**config.mk**
```make
export PLATFORM = sky130hd
export DESIGN_NAME = sync_separator
export DESIGN_NICKNAME = d
export VERILOG_FILES = /design/src/rtl/sync_sep_pkg.sv /design/src/rtl/sync_sep_front.sv /design/src/rtl/sync_sep_classify.sv /design/src/rtl/sync_sep_gate.sv /design/src/rtl/sync_separator.sv
export SDC_FILE = /design/constraint.sdc
export NUM_CORES = 1
export LEC_CHECK = 0
export BUFFER_PORTS_ARGS = -buffer_cell sky130_fd_sc_hd__buf_2
export CAP_MARGIN = 40
export CORE_UTILIZATION = 66
export CTS_CLUSTER_DIAMETER = 30
export DETAILED_ROUTE_END_ITERATION = 10
export PLACE_DENSITY = 0.84
export SYNTH_ARGS = -nofsm -noshare
export SYNTH_HDL_FRONTEND = slang
export SYNTH_SLANG_ARGS = --single-unit
export TNS_END_PERCENT = 1
```
**constraint.sdc**
```tcl
create_clock -name clk -period 4.8 [get_ports clk]
set_input_delay 0.72 -clock clk [delete_from_list [all_inputs] [get_ports clk]]
set_output_delay 0.72 -clock clk [all_outputs]
set_load 0.01 [all_outputs]
```
**src/rtl/sync_sep_pkg.sv**
```systemverilog
package sync_sep_pkg;

    typedef enum logic {
        KIND_LINE  = 1'b0,
        KIND_BROAD = 1'b1
    } sync_kind_e;

    function automatic logic in_window(input int unsigned value,
                                       input int unsigned lo,
                                       input int unsigned hi);
        return (value >= lo) && (value <= hi);
    endfunction

endpackage

```
**src/rtl/sync_sep_front.sv**
```systemverilog
module sync_sep_front #(
    parameter int SYNC_STAGES = 2
) (
    input  logic clk,
    input  logic rst,
    input  logic sync_in,
    output logic sync_s,
    output logic sync_rise,
    output logic sync_fall
);
    localparam int CHAIN_W = SYNC_STAGES + 1;

    logic [CHAIN_W-1:0] chain_d, chain_q;

    always_comb begin
        chain_d = {chain_q[CHAIN_W-2:0], sync_in};
    end

    always_ff @(posedge clk) begin
        if (rst) chain_q <= '0;
        else     chain_q <= chain_d;
    end

    assign sync_s    = chain_q[SYNC_STAGES-1];
    assign sync_rise = chain_q[SYNC_STAGES-1] & ~chain_q[SYNC_STAGES];
    assign sync_fall = ~chain_q[SYNC_STAGES-1] & chain_q[SYNC_STAGES];

endmodule

```
**src/rtl/sync_sep_classify.sv**
```systemverilog
module sync_sep_classify
    import sync_sep_pkg::*;
#(
    parameter int LINE_W       = 11,
    parameter int CLS_DLY      = 80,
    parameter int VS_MIN_LINES = 5,
    parameter int VIS_FIRST    = 35,
    parameter int VIS_LAST     = 1115
) (
    input  logic              clk,
    input  logic              rst,
    input  logic              sync_s,
    input  logic              sync_rise,
    output logic              fire_o,
    output logic              broad_o,
    output logic [LINE_W-1:0] line_o,
    output logic              vsync_o,
    output logic              gate_en_o
);
    localparam int CW = $clog2(CLS_DLY + 1);
    localparam logic [CW-1:0]     CLS_AT   = CW'(CLS_DLY);
    localparam logic [LINE_W-1:0] LINE_MAX = '1;
    localparam logic [LINE_W-1:0] VS_MIN_L = LINE_W'(VS_MIN_LINES);

    typedef struct packed {
        logic              armed;
        logic [CW-1:0]     wait_cnt;
        logic [LINE_W-1:0] line;
        logic              vsync;
        logic              gate_en;
    } cls_state_t;

    cls_state_t st_d, st_q;
    sync_kind_e kind;
    logic       fire;

    always_comb begin
        st_d = st_q;
        fire = 1'b0;
        kind = sync_s ? KIND_BROAD : KIND_LINE;

        if (st_q.armed) begin
            if (st_q.wait_cnt == CLS_AT) begin
                fire       = 1'b1;
                st_d.armed = 1'b0;
            end else begin
                st_d.wait_cnt = st_q.wait_cnt + 1'b1;
            end
        end

        if (fire) begin
            if (kind == KIND_BROAD) begin
                st_d.vsync = (st_q.line > VS_MIN_L);
                st_d.line  = '0;
            end else begin
                st_d.vsync = 1'b0;
                if (st_q.line != LINE_MAX) st_d.line = st_q.line + 1'b1;
            end
            st_d.gate_en = in_window(int'(st_d.line), VIS_FIRST, VIS_LAST);
        end

        if (sync_rise) begin
            st_d.armed    = 1'b1;
            st_d.wait_cnt = CW'(1);
        end
    end

    always_ff @(posedge clk) begin
        if (rst) st_q <= '0;
        else     st_q <= st_d;
    end

    assign fire_o    = fire;
    assign broad_o   = fire && (kind == KIND_BROAD);
    assign line_o    = st_q.line;
    assign vsync_o   = st_q.vsync;
    assign gate_en_o = st_q.gate_en;

endmodule

```
**src/rtl/sync_sep_gate.sv**
```systemverilog
module sync_sep_gate #(
    parameter int GATE_DLY   = 7,
    parameter int GATE_TICKS = 57,
    parameter int TICK_DIV   = 4
) (
    input  logic clk,
    input  logic rst,
    input  logic sync_fall,
    output logic open_o
);
    localparam int DW = $clog2(GATE_DLY + 1);
    localparam int PW = $clog2(TICK_DIV);
    localparam int TW = $clog2(GATE_TICKS + 1);
    localparam logic [DW-1:0] DLY_END  = DW'(GATE_DLY);
    localparam logic [DW-1:0] DLY_OPEN = DW'(GATE_DLY - 1);
    localparam logic [PW-1:0] PRE_LAST = PW'(TICK_DIV - 1);
    localparam logic [TW-1:0] TICK_END = TW'(GATE_TICKS);

    typedef struct packed {
        logic          run;
        logic [DW-1:0] dly;
        logic [PW-1:0] pre;
        logic [TW-1:0] tick;
        logic          open;
    } gate_state_t;

    gate_state_t st_d, st_q;

    always_comb begin
        st_d = st_q;

        if (st_q.run) begin
            if (st_q.dly != DLY_END) st_d.dly = st_q.dly + 1'b1;
            if (st_q.dly == DLY_OPEN) st_d.open = 1'b1;

            if (st_q.pre == PRE_LAST) begin
                st_d.pre  = '0;
                st_d.tick = st_q.tick + 1'b1;
            end else begin
                st_d.pre = st_q.pre + 1'b1;
            end

            if (st_d.tick == TICK_END) begin
                st_d.open = 1'b0;
                st_d.run  = 1'b0;
            end
        end

        if (sync_fall) begin
            st_d.run  = 1'b1;
            st_d.dly  = DW'(1);
            st_d.pre  = PW'(1);
            st_d.tick = '0;
            st_d.open = 1'b0;
        end
    end

    always_ff @(posedge clk) begin
        if (rst) st_q <= '0;
        else     st_q <= st_d;
    end

    assign open_o = st_q.open;

endmodule

```
**src/rtl/sync_separator.sv**
```systemverilog
module sync_separator #(
    parameter int LINE_W       = 11,
    parameter int SYNC_STAGES  = 2,
    parameter int CLS_DLY      = 80,
    parameter int VS_MIN_LINES = 5,
    parameter int VIS_FIRST    = 35,
    parameter int VIS_LAST     = 1115,
    parameter int GATE_DLY     = 7,
    parameter int GATE_TICKS   = 57,
    parameter int TICK_DIV     = 4
) (
    input  logic clk,
    input  logic rst,
    input  logic sync_in,
    output logic hsync_o,
    output logic vsync_o,
    output logic line_gate_o
);
    logic              sync_s, sync_rise, sync_fall;
    logic              cls_fire, cls_broad;
    logic [LINE_W-1:0] line_q;
    logic              gate_en;
    logic              gate_open;

    sync_sep_front #(.SYNC_STAGES(SYNC_STAGES)) i_front (
        .clk       (clk),
        .rst       (rst),
        .sync_in   (sync_in),
        .sync_s    (sync_s),
        .sync_rise (sync_rise),
        .sync_fall (sync_fall)
    );

    sync_sep_classify #(
        .LINE_W       (LINE_W),
        .CLS_DLY      (CLS_DLY),
        .VS_MIN_LINES (VS_MIN_LINES),
        .VIS_FIRST    (VIS_FIRST),
        .VIS_LAST     (VIS_LAST)
    ) i_classify (
        .clk       (clk),
        .rst       (rst),
        .sync_s    (sync_s),
        .sync_rise (sync_rise),
        .fire_o    (cls_fire),
        .broad_o   (cls_broad),
        .line_o    (line_q),
        .vsync_o   (vsync_o),
        .gate_en_o (gate_en)
    );

    sync_sep_gate #(
        .GATE_DLY   (GATE_DLY),
        .GATE_TICKS (GATE_TICKS),
        .TICK_DIV   (TICK_DIV)
    ) i_gate (
        .clk       (clk),
        .rst       (rst),
        .sync_fall (sync_fall),
        .open_o    (gate_open)
    );

    assign hsync_o     = sync_s;
    assign line_gate_o = gate_open & gate_en;

endmodule

```
==> results.py <==
metrics = {
    "outcome": {
        "status": "finished, violations left",
        "violations": "design-rule violations",
    },
    "setup_path": {
        "cp-end-kind": "flop",
        "critical_path_arrival_ps": 2390,
        "crit_required_ps": 5040,
        "crit_path_cell_trace": "ha_1 > and4_1 > a21oi_1 > nor2_1 > or4_4 > a41oi_2 > o21ai_1",
        "critPathTopFamily": "simple AND/OR/NAND/NOR gates",
        "critPathMaxFanout": 8,
        "rrSetupSlack_ps": 2650,
        "max_stage_delay_ps": 520,
        "startpoint_type": "flop",
        "slowest_stage": "or4_4",
        "worst-setup-path-type": "reg2reg",
        "crit_buf_inv": 0,
    },
    "synth": {
        "yosysSeqAreaShare_pct": 35.8,
        "synth.top_cell.area_share_pct": 35.8,
        "synthTopCellsByArea": "dfxtp_1, nor2_1, a21oi_1",
        "synthesis.nets": 264,
        "async_flop_share_pct": 0,
        "syn_inst": 252,
        "synth-compound-area-share_pct": 17.3,
        "synth_top_family_by_area": "simple AND/OR/NAND/NOR gates",
        "synth_edf_count": 0,
        "synth_area_leader_cell": "dfxtp_1",
        "ys_warn_count": 0,
        "synthXorXnorAreaFrac_pct": 4.66,
        "synthSimpleGateAreaFrac_pct": 28.2,
        "synth_area_sq_mm": 0.00207,
        "synth_mux_area_share_pct": 2.48,
        "synth-seq-cells": 37,
        "ys.flop_type": "dfxtp_1",
        "synthDistinctLibCells": 49,
        "synth_fa_ha_area_share_pct": 5.45,
        "syn_avg_cell_area_sq_um": 8.20,
    },
    "floorplan": {
        "die_h_um": 58.0,
        "start_util_pct": 72.5,
        "dieArea_sq_mm": 0.00336,
        "rows": 19,
        "fp.dieW_um": 58.0,
        "io_pins": 6,
        "core_region_area_sq_mm": 0.00285,
    },
    "clock_network": {
        "holdBufCountCts": 0,
        "clk-insertion-delay-late_ps": 330,
        "cts.repair.resized": 0,
        "cts_tree": "done",
        "numCtsBuffers": 5,
        "htreeDepth": 2,
        "clock_path_buffers": 2,
        "cts_setup_buffers": 0,
        "cts_sinks": 37,
        "clk_pin_slew_worst_paths_ps": 110,
        "root_buffer": "clkbuf_4",
    },
    "routing": {
        "via_count": 1749,
        "dr.pass1.iters": 7,
        "wl_per_cell_um": 13.4,
        "drc_errors": 1,
        "viasPerCell": 6.22,
        "ant_nets": 0,
        "drt_iter0_markers": 91,
        "wl_um": 3760,
    },
    "sta": {
        "finalSetupViolations": 0,
        "skew_ps": 6.99,
        "timing.fmax_mhz": 466,
        "maxSlewViolCount": 0,
        "slew_headroom_pct": 61.2,
        "worst_pin_slew_ps": 582,
        "hold_viol": 0,
        "rsz0062_at_grt": "no",
        "layout_min_cycle_time_ps": 2150,
        "min_period_over_period_pct": 44.7,
        "tns_ps": 0,
        "whs_ps": 449,
    },
    "power_and_ir_drop": {
        "power_uw": 526,
        "peakVddDrop_v": 0.000227,
        "leakagePower_nw": 0.733,
        "p_per_area_mw_per_mm2": 249,
    },
    "global_route": {
        "grt_usage_pct": 25.4,
        "grt_max_degree": 25,
        "grt_pass1_vias": 1593,
        "overflow": 0,
        "antenna_found_initial": 0,
        "grt_pass1_wl_um": 6760,
    },
    "placement": {
        "hpwl_um": 2730,
        "dp.cells": 273,
        "port_buffers": 5,
        "place_congestion": 0.958,
    },
    "layout": {
        "nets": 261,
        "final_common_cell": "dfxtp_1",
        "utilization_pct": 74.0,
        "stdcell_count": 281,
        "area_growth_pct": 2.18,
        "n_antenna_cell": 0,
        "drive_gt1_share_pct": 8.40,
        "final_cell_mix": "dfxtp_1, nor2_1, a21oi_1",
    },
    "hold_path": {
        "hold_class": "reg2reg",
    },
    "run": {
        "drv_cap": 0,
    },
}
-- final cells by class --
cell class,count,area (sq um)
Multi-Input combinational cell,191,1200
Sequential cell,37,741
Fill cell,218,741
Clock buffer,7,65.1
Tap cell,31,38.8
Inverter,9,33.8
Timing Repair Buffer,5,25.0
Clock inverter,1,8.76
-- state kept, by name, indices dropped and copies added, names as in the netlist --
name	count
i_gate.st_q	12
i_front.chain_q	3
i_gate.open_o	1
i_classify.st_q	8
i_classify.gate_en_o	1
i_classify.line_o	11
i_classify.vsync_o	1
-- metrics by stage --
stage                     worst slack [ps]  instance area (sq um)
after floorplan                       2810                   2070
after global placement                2720                   2040
after detailed placement              2680                   2040
after CTS                             2670                   2110
after global routing                  2510                   2110
final                                 2650                   2110
-- cells by family after synthesis --
| family | after synthesis |
|---|---|
| AO/OA/AOI/OAI | 55 |
| XOR/XNOR | 11 |
| adder cells (fa/ha/maj) | 9 |
| buffers and inverters | 24 |
| flip-flops | 37 |
| multiplexers | 5 |
| AND/OR/NAND/NOR | 111 |
-- per-layer routing --
layer | share of wire [%] | track usage (%) | vias to the layer above
met1 | 49 | 34.4 | 784
li1 | - | - | 902
met4 | 0.77 | 8.84 | 0
met2 | 44 | 39.9 | 59
met3 | 6.3 | 6.03 | 4
met5 | 0 | 0 | -
-- path summary, 6_finish.rpt --
check,startpoint,end,depth (start not counted)
worst min register to register,i_front.chain_q[0],i_front.chain_q[1],1
worst max-delay path,i_classify.line_o[0],i_classify.gate_en_o,7
worst max register to register,i_classify.line_o[0],i_classify.gate_en_o,7
worst min-delay path,i_front.chain_q[0],i_front.chain_q[1],1
-- synth_stat cells, types with 2 or more instances --
master / number
mux2i_1: 4
nand2b_1: 4
nand3_1: 13
a21oi_1: 24
and4_1: 2
a31oi_1: 5
buf_2: 2
o2bb2ai_1: 2
a211oi_2: 2
clkbuf_1: 8
nor3_1: 10
nand4_1: 6
inv_1: 9
and2_1: 4
o22ai_1: 2
buf_6: 4
or3_1: 2
nand2_1: 15
ha_1: 9
and3_1: 3
nand3b_1: 2
o21ai_0: 5
xnor2_1: 4
nor4_1: 3
a211oi_1: 5
xor2_1: 7
dfxtp_1: 37
nor4b_1: 2
nor2_1: 34
o211ai_1: 2
nor2b_1: 3
-- where the power goes --
| group | internal [mW] | switching [mW] | total [mW] |
|---|---|---|---|
| registers | 0.311 | 0.00561 | 0.317 |
| clock network | 0.0876 | 0.102 | 0.189 |
| logic | 0.00780 | 0.0117 | 0.0195 |
Note: power is estimated with default switching activity, not from simulation.
